$ cat src/rtl/vpid_pkg.sv
package vpid_pkg;
  localparam int ADDR_W = 4;
  localparam logic [ADDR_W-1:0] ADDR_MASK = 4'd8;
  localparam logic [ADDR_W-1:0] ADDR_CTL  = 4'd9;

  typedef enum logic [1:0] {RD_ZERO, RD_MAP, RD_MASK, RD_CTL} rdKind_e;

  typedef struct packed {
    logic       wrMap;
    logic       wrMask;
    logic       wrCtl;
    logic [2:0] mapIdx;
    rdKind_e    rdKind;
  } strobe_t;
endpackage

$ cat src/rtl/vpid_ctrl.sv
module vpid_ctrl
  import vpid_pkg::*;
#(
  parameter int MAX_IDX = 3
) (
  input  logic              clk,
  input  logic              rstN,
  input  logic              wrEn,
  input  logic [ADDR_W-1:0] addr,
  output strobe_t           strb
);
  always_comb begin
    strb        = '0;
    strb.mapIdx = addr[2:0];
    strb.rdKind = RD_ZERO;
    if (!addr[3]) begin
      if (int'(addr) <= MAX_IDX) begin
        strb.rdKind = RD_MAP;
        strb.wrMap  = wrEn;
      end
    end else if (addr == ADDR_MASK) begin
      strb.rdKind = RD_MASK;
      strb.wrMask = wrEn;
    end else if (addr == ADDR_CTL) begin
      strb.rdKind = RD_CTL;
      strb.wrCtl  = wrEn;
    end
  end

  AST_ABSENT_NO_WRITE: assert property (@(posedge clk) disable iff (!rstN)
    (wrEn && !addr[3] && int'(addr) > MAX_IDX) |-> !strb.wrMap);
  AST_ONE_STROBE: assert property (@(posedge clk) disable iff (!rstN)
    $countones({strb.wrMap, strb.wrMask, strb.wrCtl}) <= 1);
endmodule

$ cat src/rtl/vpid_lookup.sv
module vpid_lookup #(
  parameter int ID_W    = 16,
  parameter int NUM_IDS = 16,
  parameter int MASK_W  = 32
) (
  input  logic                    clk,
  input  logic                    rstN,
  input  logic                    en,
  input  logic [ID_W-1:0]         vid,
  input  logic [NUM_IDS*ID_W-1:0] entryFlat,
  input  logic [MASK_W-1:0]       mask,
  output logic [ID_W-1:0]         pid,
  output logic                    translated,
  output logic                    invalid
);
  localparam int SLOT_W = $clog2(NUM_IDS);
  localparam int PAD    = 1 << SLOT_W;

  logic [ID_W-1:0]   entryTab [PAD];
  logic [SLOT_W-1:0] slot;
  logic              inRange;
  logic              hit;

  for (genvar s = 0; s < PAD; s++) begin : g_tab
    if (s < NUM_IDS) begin : g_real
      assign entryTab[s] = entryFlat[s*ID_W +: ID_W];
    end else begin : g_pad
      assign entryTab[s] = '0;
    end
  end

  assign slot    = vid[SLOT_W-1:0];
  assign inRange = 32'(vid) < 32'(NUM_IDS);
  assign hit     = inRange && mask[slot];

  always_comb begin
    pid        = vid;
    translated = 1'b0;
    invalid    = 1'b0;
    if (en) begin
      translated = 1'b1;
      invalid    = !hit;
      pid        = hit ? entryTab[slot] : '0;
    end
  end

  AST_DISABLED_PASS: assert property (@(posedge clk) disable iff (!rstN)
    !en |-> (pid == vid && !translated && !invalid));
  AST_INVALID_ZERO: assert property (@(posedge clk) disable iff (!rstN)
    invalid |-> (pid == '0 && translated));
  AST_RANGE_INVALID: assert property (@(posedge clk) disable iff (!rstN)
    (en && 32'(vid) >= 32'(NUM_IDS)) |-> invalid);
endmodule

$ cat src/rtl/vpid_datapath.sv
module vpid_datapath
  import vpid_pkg::*;
#(
  parameter int MAX_IDX = 3,
  parameter int ID_W    = 16
) (
  input  logic                clk,
  input  logic                rstN,
  input  strobe_t             strb,
  input  logic [4*ID_W-1:0]   wrData,
  output logic [4*ID_W-1:0]   rdData,
  input  logic [ID_W-1:0]     kVid,
  input  logic [ID_W-1:0]     uVid,
  output logic [ID_W-1:0]     kPid,
  output logic                kTranslated,
  output logic                kInvalid,
  output logic [ID_W-1:0]     uPid,
  output logic                uTranslated,
  output logic                uInvalid
);
  localparam int NUM_WORDS = MAX_IDX + 1;
  localparam int WORD_W    = 4 * ID_W;
  localparam int NUM_IDS   = 4 * NUM_WORDS;
  localparam int MASK_W    = 32;

  logic [WORD_W-1:0]         mapWord [8];
  logic [NUM_IDS*ID_W-1:0]   entryFlat;
  logic [MASK_W-1:0]         validMask;
  logic                      kEn;
  logic                      uEn;

  for (genvar w = 0; w < 8; w++) begin : g_word
    if (w < NUM_WORDS) begin : g_impl
      logic [WORD_W-1:0] q;
      always_ff @(posedge clk or negedge rstN) begin
        if (!rstN) q <= '0;
        else if (strb.wrMap && strb.mapIdx == 3'(w)) q <= wrData;
      end
      assign mapWord[w] = q;
      assign entryFlat[w*WORD_W +: WORD_W] = q;
    end else begin : g_absent
      assign mapWord[w] = '0;
    end
  end

  always_ff @(posedge clk or negedge rstN) begin
    if (!rstN) begin
      validMask <= '0;
      kEn       <= 1'b0;
      uEn       <= 1'b0;
    end else begin
      if (strb.wrMask) validMask <= wrData[MASK_W-1:0];
      if (strb.wrCtl) begin
        kEn <= wrData[0];
        uEn <= wrData[1];
      end
    end
  end

  always_comb begin
    unique case (strb.rdKind)
      RD_MAP:  rdData = mapWord[strb.mapIdx];
      RD_MASK: rdData = WORD_W'(validMask);
      RD_CTL:  rdData = WORD_W'({uEn, kEn});
      default: rdData = '0;
    endcase
  end

  vpid_lookup #(.ID_W(ID_W), .NUM_IDS(NUM_IDS), .MASK_W(MASK_W)) u_kLook (
    .clk(clk), .rstN(rstN), .en(kEn), .vid(kVid), .entryFlat(entryFlat),
    .mask(validMask), .pid(kPid), .translated(kTranslated), .invalid(kInvalid)
  );

  vpid_lookup #(.ID_W(ID_W), .NUM_IDS(NUM_IDS), .MASK_W(MASK_W)) u_uLook (
    .clk(clk), .rstN(rstN), .en(uEn), .vid(uVid), .entryFlat(entryFlat),
    .mask(validMask), .pid(uPid), .translated(uTranslated), .invalid(uInvalid)
  );

  AST_WORD_LANDS: assert property (@(posedge clk) disable iff (!rstN)
    strb.wrMap |=> mapWord[$past(strb.mapIdx)] == $past(wrData));
  AST_MASK_LANDS: assert property (@(posedge clk) disable iff (!rstN)
    strb.wrMask |=> validMask == $past(wrData[MASK_W-1:0]));
endmodule

$ cat src/rtl/vpid_translator.sv
module vpid_translator
  import vpid_pkg::*;
#(
  parameter int MAX_IDX = 3,
  parameter int ID_W    = 16
) (
  input  logic              clk,
  input  logic              rstN,
  input  logic              wrEn,
  input  logic [3:0]        addr,
  input  logic [63:0]       wrData,
  output logic [63:0]       rdData,
  input  logic [15:0]       kVid,
  input  logic [15:0]       uVid,
  output logic [15:0]       kPid,
  output logic              kTranslated,
  output logic              kInvalid,
  output logic [15:0]       uPid,
  output logic              uTranslated,
  output logic              uInvalid
);
  strobe_t strb;

  vpid_ctrl #(.MAX_IDX(MAX_IDX)) u_ctrl (
    .clk(clk), .rstN(rstN), .wrEn(wrEn), .addr(addr), .strb(strb)
  );

  vpid_datapath #(.MAX_IDX(MAX_IDX), .ID_W(ID_W)) u_dp (
    .clk(clk), .rstN(rstN), .strb(strb), .wrData(wrData), .rdData(rdData),
    .kVid(kVid), .uVid(uVid),
    .kPid(kPid), .kTranslated(kTranslated), .kInvalid(kInvalid),
    .uPid(uPid), .uTranslated(uTranslated), .uInvalid(uInvalid)
  );
endmodule

$ cat config.mk
export PLATFORM = sky130hd
export DESIGN_NAME = vpid_translator
export DESIGN_NICKNAME = d
export VERILOG_FILES = /design/src/rtl/vpid_pkg.sv /design/src/rtl/vpid_ctrl.sv /design/src/rtl/vpid_lookup.sv /design/src/rtl/vpid_datapath.sv /design/src/rtl/vpid_translator.sv
export SDC_FILE = /design/constraint.sdc
export NUM_CORES = 1
export LEC_CHECK = 0
export BUFFER_PORTS_ARGS = -buffer_cell sky130_fd_sc_hd__buf_2
export CAP_MARGIN = 25
export CORE_MARGIN = 4
export CORE_UTILIZATION = 50
export DETAILED_ROUTE_END_ITERATION = 8
export GPL_ROUTABILITY_DRIVEN = 0
export PLACE_DENSITY = 0.73
export SLEW_MARGIN = 25
export SYNTH_ARGS = -nofsm -noshare
export SYNTH_HDL_FRONTEND = slang
export SYNTH_SLANG_ARGS = --single-unit
$ cat constraint.sdc
create_clock -name clk -period 4.5 [get_ports clk]
set_input_delay 0.9 -clock clk [delete_from_list [all_inputs] [get_ports clk]]
set_output_delay 0.9 -clock clk [all_outputs]
set_load 0.02 [all_outputs]
### Yosys cells after proc, flatten, opt, wreduce, memory -nomap -nowiden

Cells that the tools add are included.

| word-level totals | value |
|---|---|
| register bits | 290 |
| input bits | 103 |
| word-level logic and storage cells | 67 |

| cells by class | value |
|---|---|
| $lt $le $gt $ge | 8 |
| equality and inequality tests | 8 |
| mux-type cells | 32 |
| bitwise gates (word level) | 3 |
| reductions and logical operators | 9 |

Operators by type and width:

| operator | count |
|---|---|
| $bmux W64 S3 | 1 |
| $pmux W64 S3 | 1 |
| $bmux W16 S4 | 2 |
| $mux W16 | 8 |
| $mux W64 | 2 |
| $lt A16 B5 Y1 const B | 2 |
| $lt A4 B6 Y1 const B | 2 |
| $mux W1 | 12 |
| $ge A5 B5 Y1 const B | 2 |
| $not A4 Y5 | 2 |
| $bmux W1 S4 | 2 |
| $eq A4 B4 Y1 const B | 2 |
| $mux W2 | 4 |
| $eq A3 B2 Y1 const B | 2 |
| $logic_and A1 B1 Y1 | 6 |
| $eq A2 B2 Y1 const B | 2 |
| $ge A4 B4 Y1 const B | 1 |
| $le A4 B2 Y1 const B | 1 |
| $not A3 Y4 | 1 |
| $eq A3 B1 Y1 const B | 1 |
| $logic_not A3 Y1 | 1 |
| $eq A2 B1 Y1 const B | 1 |
| $logic_not A1 Y1 | 2 |

### Longest topological paths before layout

Gate-level depths: netlist of run 1.

| depth | value |
|---|---|
| depth after elaboration | 6 |
| depth in mapped cells | 7 |
| mapped depth without buffers | 5 |

### Modules after synthesis

A second synthesis of run 1 with hierarchy kept.

| second synthesis, totals | value |
|---|---|
| cell total of the unflattened synthesis | 1162 |
| area total of the unflattened synthesis | 18124.9 µm² |

Modules (own cells, without submodules):

| module | times used | cells an instance | area each (µm²) | seq. area each (µm²) |
|---|---|---|---|---|
| vpid_datapath | 1 | 772 | 13127.6 | 7257.0 |
| vpid_lookup | 2 | 190 | 2462.4 | 0.0 |
| vpid_ctrl | 1 | 10 | 72.6 | 0.0 |

### Least setup slack after synthesis of run 1

No wires, ideal clock.

| timing path | value |
|---|---|
| path kind | input to output |
| start | input addr[0] |
| end | output rdData[32] |
| arrival time | 2.323 ns |
| data required time | 3.600 ns |
| slack | 1.277 ns |
| stages | 5 |
| path buffers | 3 |
| cells stage by stage | buf_2 > buf_4 > buf_2 > mux4_2 > and2_1 |

| on the way | value |
|---|---|
| longest elaborated chain between the ends | 6 |

RTL lines:

| element | line | source |
|---|---|---|
| start: declaration | vpid_translator.sv:10 | `input logic [3:0] addr,` |
| branches (longest 5 deep; another with $le A4 B2 Y1) | n/a |  |
| $pmux W64 S3 (*) | vpid_datapath.sv:61 | `unique case (strb.rdKind)` |
| end: declaration | vpid_translator.sv:12 | `output logic [63:0] rdData,` |

Every way passes the cells marked *. The select of a mux whose other input is x is not followed.

### Worst setup path after layout of run 1

| timing path | value |
|---|---|
| start | input uVid[8] |
| end | output uPid[4] |

| on the way | value |
|---|---|
| longest elaborated chain between the ends | 4 |

RTL lines:

| element | line | source |
|---|---|---|
| start: declaration | vpid_translator.sv:14 | `input logic [15:0] uVid,` |
| $lt A16 B5 Y1 | vpid_lookup.sv:33 | `assign inRange = 32'(vid) < 32'(NUM_IDS);` |
| $logic_and A1 B1 Y1 | vpid_lookup.sv:34 | `assign hit = inRange && mask[slot];` |
| $mux W16 | vpid_lookup.sv:43 | `pid = hit ? entryTab[slot] : '0;` |
| $mux W16 | vpid_lookup.sv:40 | `if (en) begin` |
| end: declaration | vpid_translator.sv:18 | `output logic [15:0] uPid,` |

No other way between the ends.

==> results of run 1 <==
-- worst max-delay path by stage --
stage,start,to,slack (ns),depth (start not counted)
2_1_floorplan,addr[0],rdData[32],1.28,5
3_3_place_gp,uVid[1],uPid[1],0.72,7
3_5_place_dp,uVid[8],uPid[4],0.73,8
4_1_cts,uVid[8],uPid[4],0.72,8
5_1_grt,uVid[1],uPid[1],0.63,7
6_report,uVid[8],uPid[4],0.73,8
-- logic make-up (layout without fill, tap and decap cells) --
| group | Yosys count | in the layout | synth area share (%) |
|---|---|---|---|
| other | 0 | 3 | 0 |
| AOI/OAI and AO/OA | 138 | 138 | 6.30 |
| buffers and inverters | 112 | 315 | 3.82 |
| and+or+nand+nor | 141 | 141 | 4.42 |
| DFF | 290 | 290 | 41.1 |
| muxes | 498 | 498 | 44.4 |
-- layout by cell type (no fill, tap or decap), types with 23 or more instances in the layout --
cell / instances
mux2_2: 285
a22oi_1: 62
a22o_1: 30
buf_2: 195
mux4_1: 24
dfrtp_1: 289
a31o_1: 23
clkbuf_16: 31
and2_1: 32
buf_4: 50
nor2b_1: 30
mux4_2: 168
nand2_1: 34
-- power by group through the flow --
stage / clock [uW] / sequential, uW / combinational, uW
final: 2350 / 3920 / 2430
after global routing: 2490 / 3990 / 2600
after CTS: 2380 / 3890 / 2440
after detailed placement: 0 / 3930 / 2430
after global placement: 0 / 3870 / 2370
after floorplan: 0 / 3620 / 1860
-- layer usage --
layer  vias up  wire (um)  part of all wire [%]
li1       5125          -                     -
met1      6597      20600                    38
met2       726      25000                    46
met3       157       5800                    11
met4         2       2420                   4.5
met5         -          7                 0.013
-- state kept, by name (all words and copies together), names as in the netlist --
name and flops:
u_dp.validMask 32, u_dp.g_word.g_impl.q 256, u_dp.uEn 1, u_dp.kEn 1
-- cell type report --
class	instances	share of cell area [%]
Multi-Input combinational cell	777	48.6
Tap cell	455	2.83
Timing Repair Buffer	256	7.80
Inverter	8	0.149
Antenna cell	3	0.0374
Clock buffer	47	4.41
Clock inverter	4	0.0996
Sequential cell	290	36.1
-- stage by stage --
step           power, uW  instance area (um2)  hold WS, ns  std cells
2_1_floorplan       5480                17700        0.480       1179
5_1_grt             9080                20100        0.460       1839
3_5_place_dp        6360                19200        0.496       1786
3_3_place_gp        6240                19200        0.487       1786
4_1_cts             8710                20100        0.444       1837
6_report            8700                20100        0.399       1840
==> results.md, run 1 <==
* Clk sinks at 290
* Multi-input gate area at 9760 um2
* Most used DFF post-synth: dfrtp_1
* DRT iter0 DRCs at 1482
* Largest cells by area after synthesis: dfrtp_1, mux4_2, mux2_2, mux4_1, a22oi_1
* # Max-Cap Violations at 0
* Met1 Use GR at 37.6%
* CP endpoint kind: output pin
* Horiz. Die Dim at 196 um
* Gr ovfl total at 0
* R2r endpoint: u_dp.uEn$_DFFE_PN0P_
* CTS Buf Count at 31
* # port buffers at 202
* FF-to-FF setup slack at 3.25 ns
* Worst-Skew Late Latency at 0.57 ns
* Avg WL per Cell at 29.3 um
* Vias in the first global route at 13100
* Seq cells post-synth at 290
* Post-layout minimum cycle time at 3.77 ns
* Clk buf depth at 3
* Filler instances at 2748
* H-tree depth at 1
* Largest fanout on the critical path at 7
* Layout area overhead at 13.7%
* DR vias at 12600
* Clock skew at 0 ns
* Critical Path Max Stage Delay at 0.53 ns
* Fmax achieved at 265 MHz
* EDFF count, synth at 0
* Count leader, synth: dfrtp_1
* Routing usage on met3 at 8.16%
* First-pass GRT wire length at 81700 um
* Tot GR Track Use at 27.8%
* Leak Pwr at 0.00874 uW
* Gates resized, CTS repair at 0
* Share of cells above drive strength 1 at 55.6%
* Seq/Total Area, Yosys at 41.1%
* Final Hold Vio Count at 0
* Ys async rst share at 100%
* Number of instances in the synthesized netlist at 1179
* Startpoint Class: input pin
* Syn_area_per_cell at 15.0 um2
* Crit-path cells: buf_2, nor4_1, and3_1, nand3_1, o21ai_2, buf_4, a31o_2, buf_2
* CTS tree: yes
* Initial Util at 50.9%
* Comb power frac at 28.0%
* Worst-Margin Slew at 0.925 ns
* Post-route setup TNS at 0 ns
* Leading cell types by count after synthesis: dfrtp_1, mux2_2, mux4_2
* Largest net degree at the start of global routing at 112
* Syn. warnings at 0
* Final Cycle Share at 83.8%
* Nets at 1467
* Layout Utilization at 57.9%
* Rows at 68
* Post-Place Worst Slack at 0.729 ns
* Sequential share of power at 45.0%
* Detailed Place HPWL at 37800 um
* WS Path Type: input pin to output pin
* Vias/cell at 6.85
* Die height at 196 um
* Clk network pwr share at 27.0%
* Hold Crit Class: input pin to asynchronous set/reset pin
* RSZ-0062 raised after global routing: false
* PnR worst setup slack at 0.727 ns
* Root Driver: clkbuf_16
* Most frequent CP cell: buf_2
* Synth area leader: dfrtp_1
* Status: completed
* Worst reg2reg path depth at 1
* Drt first pass iters at 6
* Die area at 38400 um2
* Ports at 203
* Setup-failing EPs final at 0
* Synth unique cells at 37
* # DRC at 0
* Antenna-violating nets left at 0
* Busiest grt layer: met2
* Buf+Inv Stages, Crit Path at 3
* Met2 usage at 43.2%
* Setup bufs post-CTS at 0
* Maximum vdd drop at 0.000309 V
* Hold buffers post-CTS at 0
* Aggregate routed wire length at 53900 um
* CP arrival at 2.87 ns
* CP max-delay cell: nor4_1
* Max Slew Vio Count at 0
* FF-to-FF Start: u_dp.uEn$_DFFE_PN0P_
* Mapped cell area at 17700 um2
* Synthesized Nets at 1282
* Sw Share at 31.1%
* WP data required at 3.60 ns
* FF+latch area at 7260 um2
* Core area at 34700 um2
* NetSw at 2710 uW
* Internal at 6000 uW
* Reg clk slew, reported paths at 0.06 ns
* Initial antenna violation count at 4
* Synth top area share at 41.1%
* CP top delay family: simple AND/OR/NAND/NOR gates
* Power Dens Cells at 433 nW/um2
* Slew margin rel. at 38.1%
Note: power is estimated with default switching activity, not from simulation.
==> run 2: changes to the inputs <==
- PLACE_DENSITY: 0.73 -> 0.76
- clock period: 4.5 -> 3.42 ns (I/O delays scaled with it)
==> run 2 against run 1 <==
  * Clock power rose by 39%
  * Design area rose by 1.5%
  * Critical endpoint is now uPid[15]
  * Largest power group unchanged
  * Clock skew did not move
  * Clock-buffer cell count rose by 3
  * Die area did not move
  * Utilization rose by 0.87 points
  * Critical path depth fell by 1
  * First-iteration DRC count rose by 0.54%
  * Via count rose by 1.2%
==> results.md, run 2 (same netlist as run 1, synthesis figures left out) <==
* Status: completed
* First-pass GRT wire length at 81700 um (about the same)
* Detailed Place HPWL at 37700 um (-0.24%)
* Layout area overhead at 15.5%
* Fmax achieved at 311 MHz
* Gates resized, CTS repair at 0 (unchanged)
* Antenna-violating nets left at 0 (unchanged)
* # DRC at 0 (unchanged)
* RSZ-0062 raised after global routing: false
* DR vias at 12800 (+1.2%)
* Share of cells above drive strength 1 at 56.0% (+0.40 points)
* Worst-Skew Late Latency at 0.57 ns (about the same)
* Final Cycle Share at 93.9%
* Clk buf depth at 3 (unchanged)
* Tot GR Track Use at 27.7% (-0.066 points)
* Worst-Margin Slew at 0.751 ns (-0.173 ns)
* Design Area, Final at 20400 um2 (+1.5%)
* Root Driver: clkbuf_16
* # port buffers at 202 (unchanged)
* CTS tree: yes
* CP top delay family: buffers and inverters
* Largest net degree at the start of global routing at 76 (-32%)
* Horiz. Die Dim at 196 um (unchanged)
* Reg clk slew, reported paths at 0.06 ns (about the same)
* Final Hold Vio Count at 0 (unchanged)
* Rows at 68 (unchanged)
* Buf+Inv Stages, Crit Path at 3 (unchanged)
* Tot Pwr at 11700 uW (+34%)
* Maximum vdd drop at 0.000424 V (+37%)
* Leak Pwr at 0.00888 uW (+1.5%)
* Vias/cell at 6.87 (+0.20%)
* Startpoint Class: input pin
* # Max-Cap Violations at 0 (unchanged)
* Initial Util at 50.9% (unchanged)
* Core area at 34700 um2 (unchanged)
* Post-route setup TNS at 0 ns (unchanged)
* Die height at 196 um (unchanged)
* Nets at 1478 (+0.75%)
* Clk sinks at 290 (unchanged)
* Area post-placement at 19400 um2 (+1.1%)
* Crit-path cells: buf_4, buf_12, mux4_2, a22oi_1, nand2_1, a31o_2, buf_2
* Hold buffers post-CTS at 0 (unchanged)
* Post-Place Worst Slack at 0.235 ns (-0.494 ns)
* WS Path Type: input pin to output pin
* Critical Path Max Stage Delay at 0.42 ns (-0.11 ns)
* CTS Buf Count at 31 (unchanged)
* PnR worst setup slack at 0.209 ns (-0.518 ns)
* Largest Register: u_dp.g_word.g_impl.q
* WP data required at 2.74 ns (-0.86 ns)
* Leading cell types in the layout, fill and taps excluded: dfrtp_1, mux2_2, buf_2, mux4_2, a22oi_1
* Setup bufs post-CTS at 0 (unchanged)
* Aggregate routed wire length at 53900 um (about the same)
* Drt first pass iters at 6 (unchanged)
* Max reg flops at 256 (unchanged)
* Leading registers by flop count: u_dp.g_word.g_impl.q (256), u_dp.validMask (32)
* Initial antenna violation count at 6 (+2)
* CP arrival at 2.53 ns (-0.34 ns)
* Power Dens Cells at 572 nW/um2 (+32%)
* Max Slew Vio Count at 0 (unchanged)
* Clock skew at 0 ns (unchanged)
* Setup-failing EPs final at 0 (unchanged)
* Ports at 203 (unchanged)
* Die area at 38400 um2 (unchanged)
* Gr ovfl total at 0 (unchanged)
* Largest fanout on the critical path at 25 (+18)
* H-tree depth at 1 (unchanged)
* Slew margin rel. at 49.7% (+12 points)
* CP max-delay cell: buf_4
* DRT iter0 DRCs at 1490 (+0.54%)
* CP endpoint kind: output pin
* Hold Crit Class: input pin to asynchronous set/reset pin
* Vias in the first global route at 13000 (-0.54%)
* Avg WL per Cell at 29.0 um (-0.92%)
* Commonest non-fill, non-tap cell in the layout: dfrtp_1
* Post-layout minimum cycle time at 3.21 ns
-- run 2: changes by cell type in the layout (fill, tap and decap cells not counted) --
cell and delta:
buf_12 +11, clkinv_2 -1, bufinv_16 +1, diode_2 +3
dfrtp_2 -1, dfrtp_1 +1, clkinv_4 +1, clkbuf_8 +3
-- run 2: cell type report --
type                       instances  area, um2
fill                            2679      14300
multi-input combinational        777       9760
sequential                       290       7260
timing repair buffer             267       1790
clock buffer                      50        927
tap                              455        569
clock inverter                     5       53.8
inverter                           8       30.0
antenna                            6       15.0
-- run 2: report_power, final --
part	total, uW	internal, uW	switching [uW]	leakage [uW]
Sequential	5130	4240	891	0.00356
Combinational	3270	1920	1350	0.00484
Clock	3270	1910	1360	0.000483
Total	11700	8070	3600	0.00888
-- run 2: layer usage --
metal  part of all wire, %  wire (um)  track usage (%)  vias up
met5                 0.024         13                0        -
met4                   4.1       2230             9.72        2
met1                    38      20600             37.9     6630
met3                    10       5630             6.78      152
li1                      -          -                -     5136
met2                    47      25500             43.8      836
-- run 2: final timing paths --
path / from / to / slack [ns] / depth (start not counted)
hold reg to reg: u_dp.validMask[29]$_DFFE_PN0P_ / u_dp.validMask[29]$_DFFE_PN0P_ / 0.51 / 1
setup reg to reg: u_dp.kEn$_DFFE_PN0P_ / u_dp.kEn$_DFFE_PN0P_ / 2.39 / 2
max in group asynchronous: rstN / u_dp.g_word[0].g_impl.q[38]$_DFFE_PN0P_ / 2.49 / 2
hold / removal: rstN / u_dp.g_word[1].g_impl.q[33]$_DFFE_PN0P_ / 0.09 / 1
min in group clk: wrData[39] / u_dp.g_word[1].g_impl.q[39]$_DFFE_PN0P_ / 0.40 / 2
setup / recovery: uVid[1] / uPid[15] / 0.21 / 7
-- run 2: stage by stage --
| stage | util, % | instances | hold WS [ns] |
|---|---|---|---|
| floorplan | - | 1179 | 0.388 |
| global placement | 55.9 | 1797 | 0.487 |
| detailed placement | 55.9 | 1797 | 0.494 |
| CTS | 58.7 | 1852 | 0.101 |
| global route | 58.7 | 1855 | 0.121 |
| finish | 58.8 | 1858 | 0.0874 |
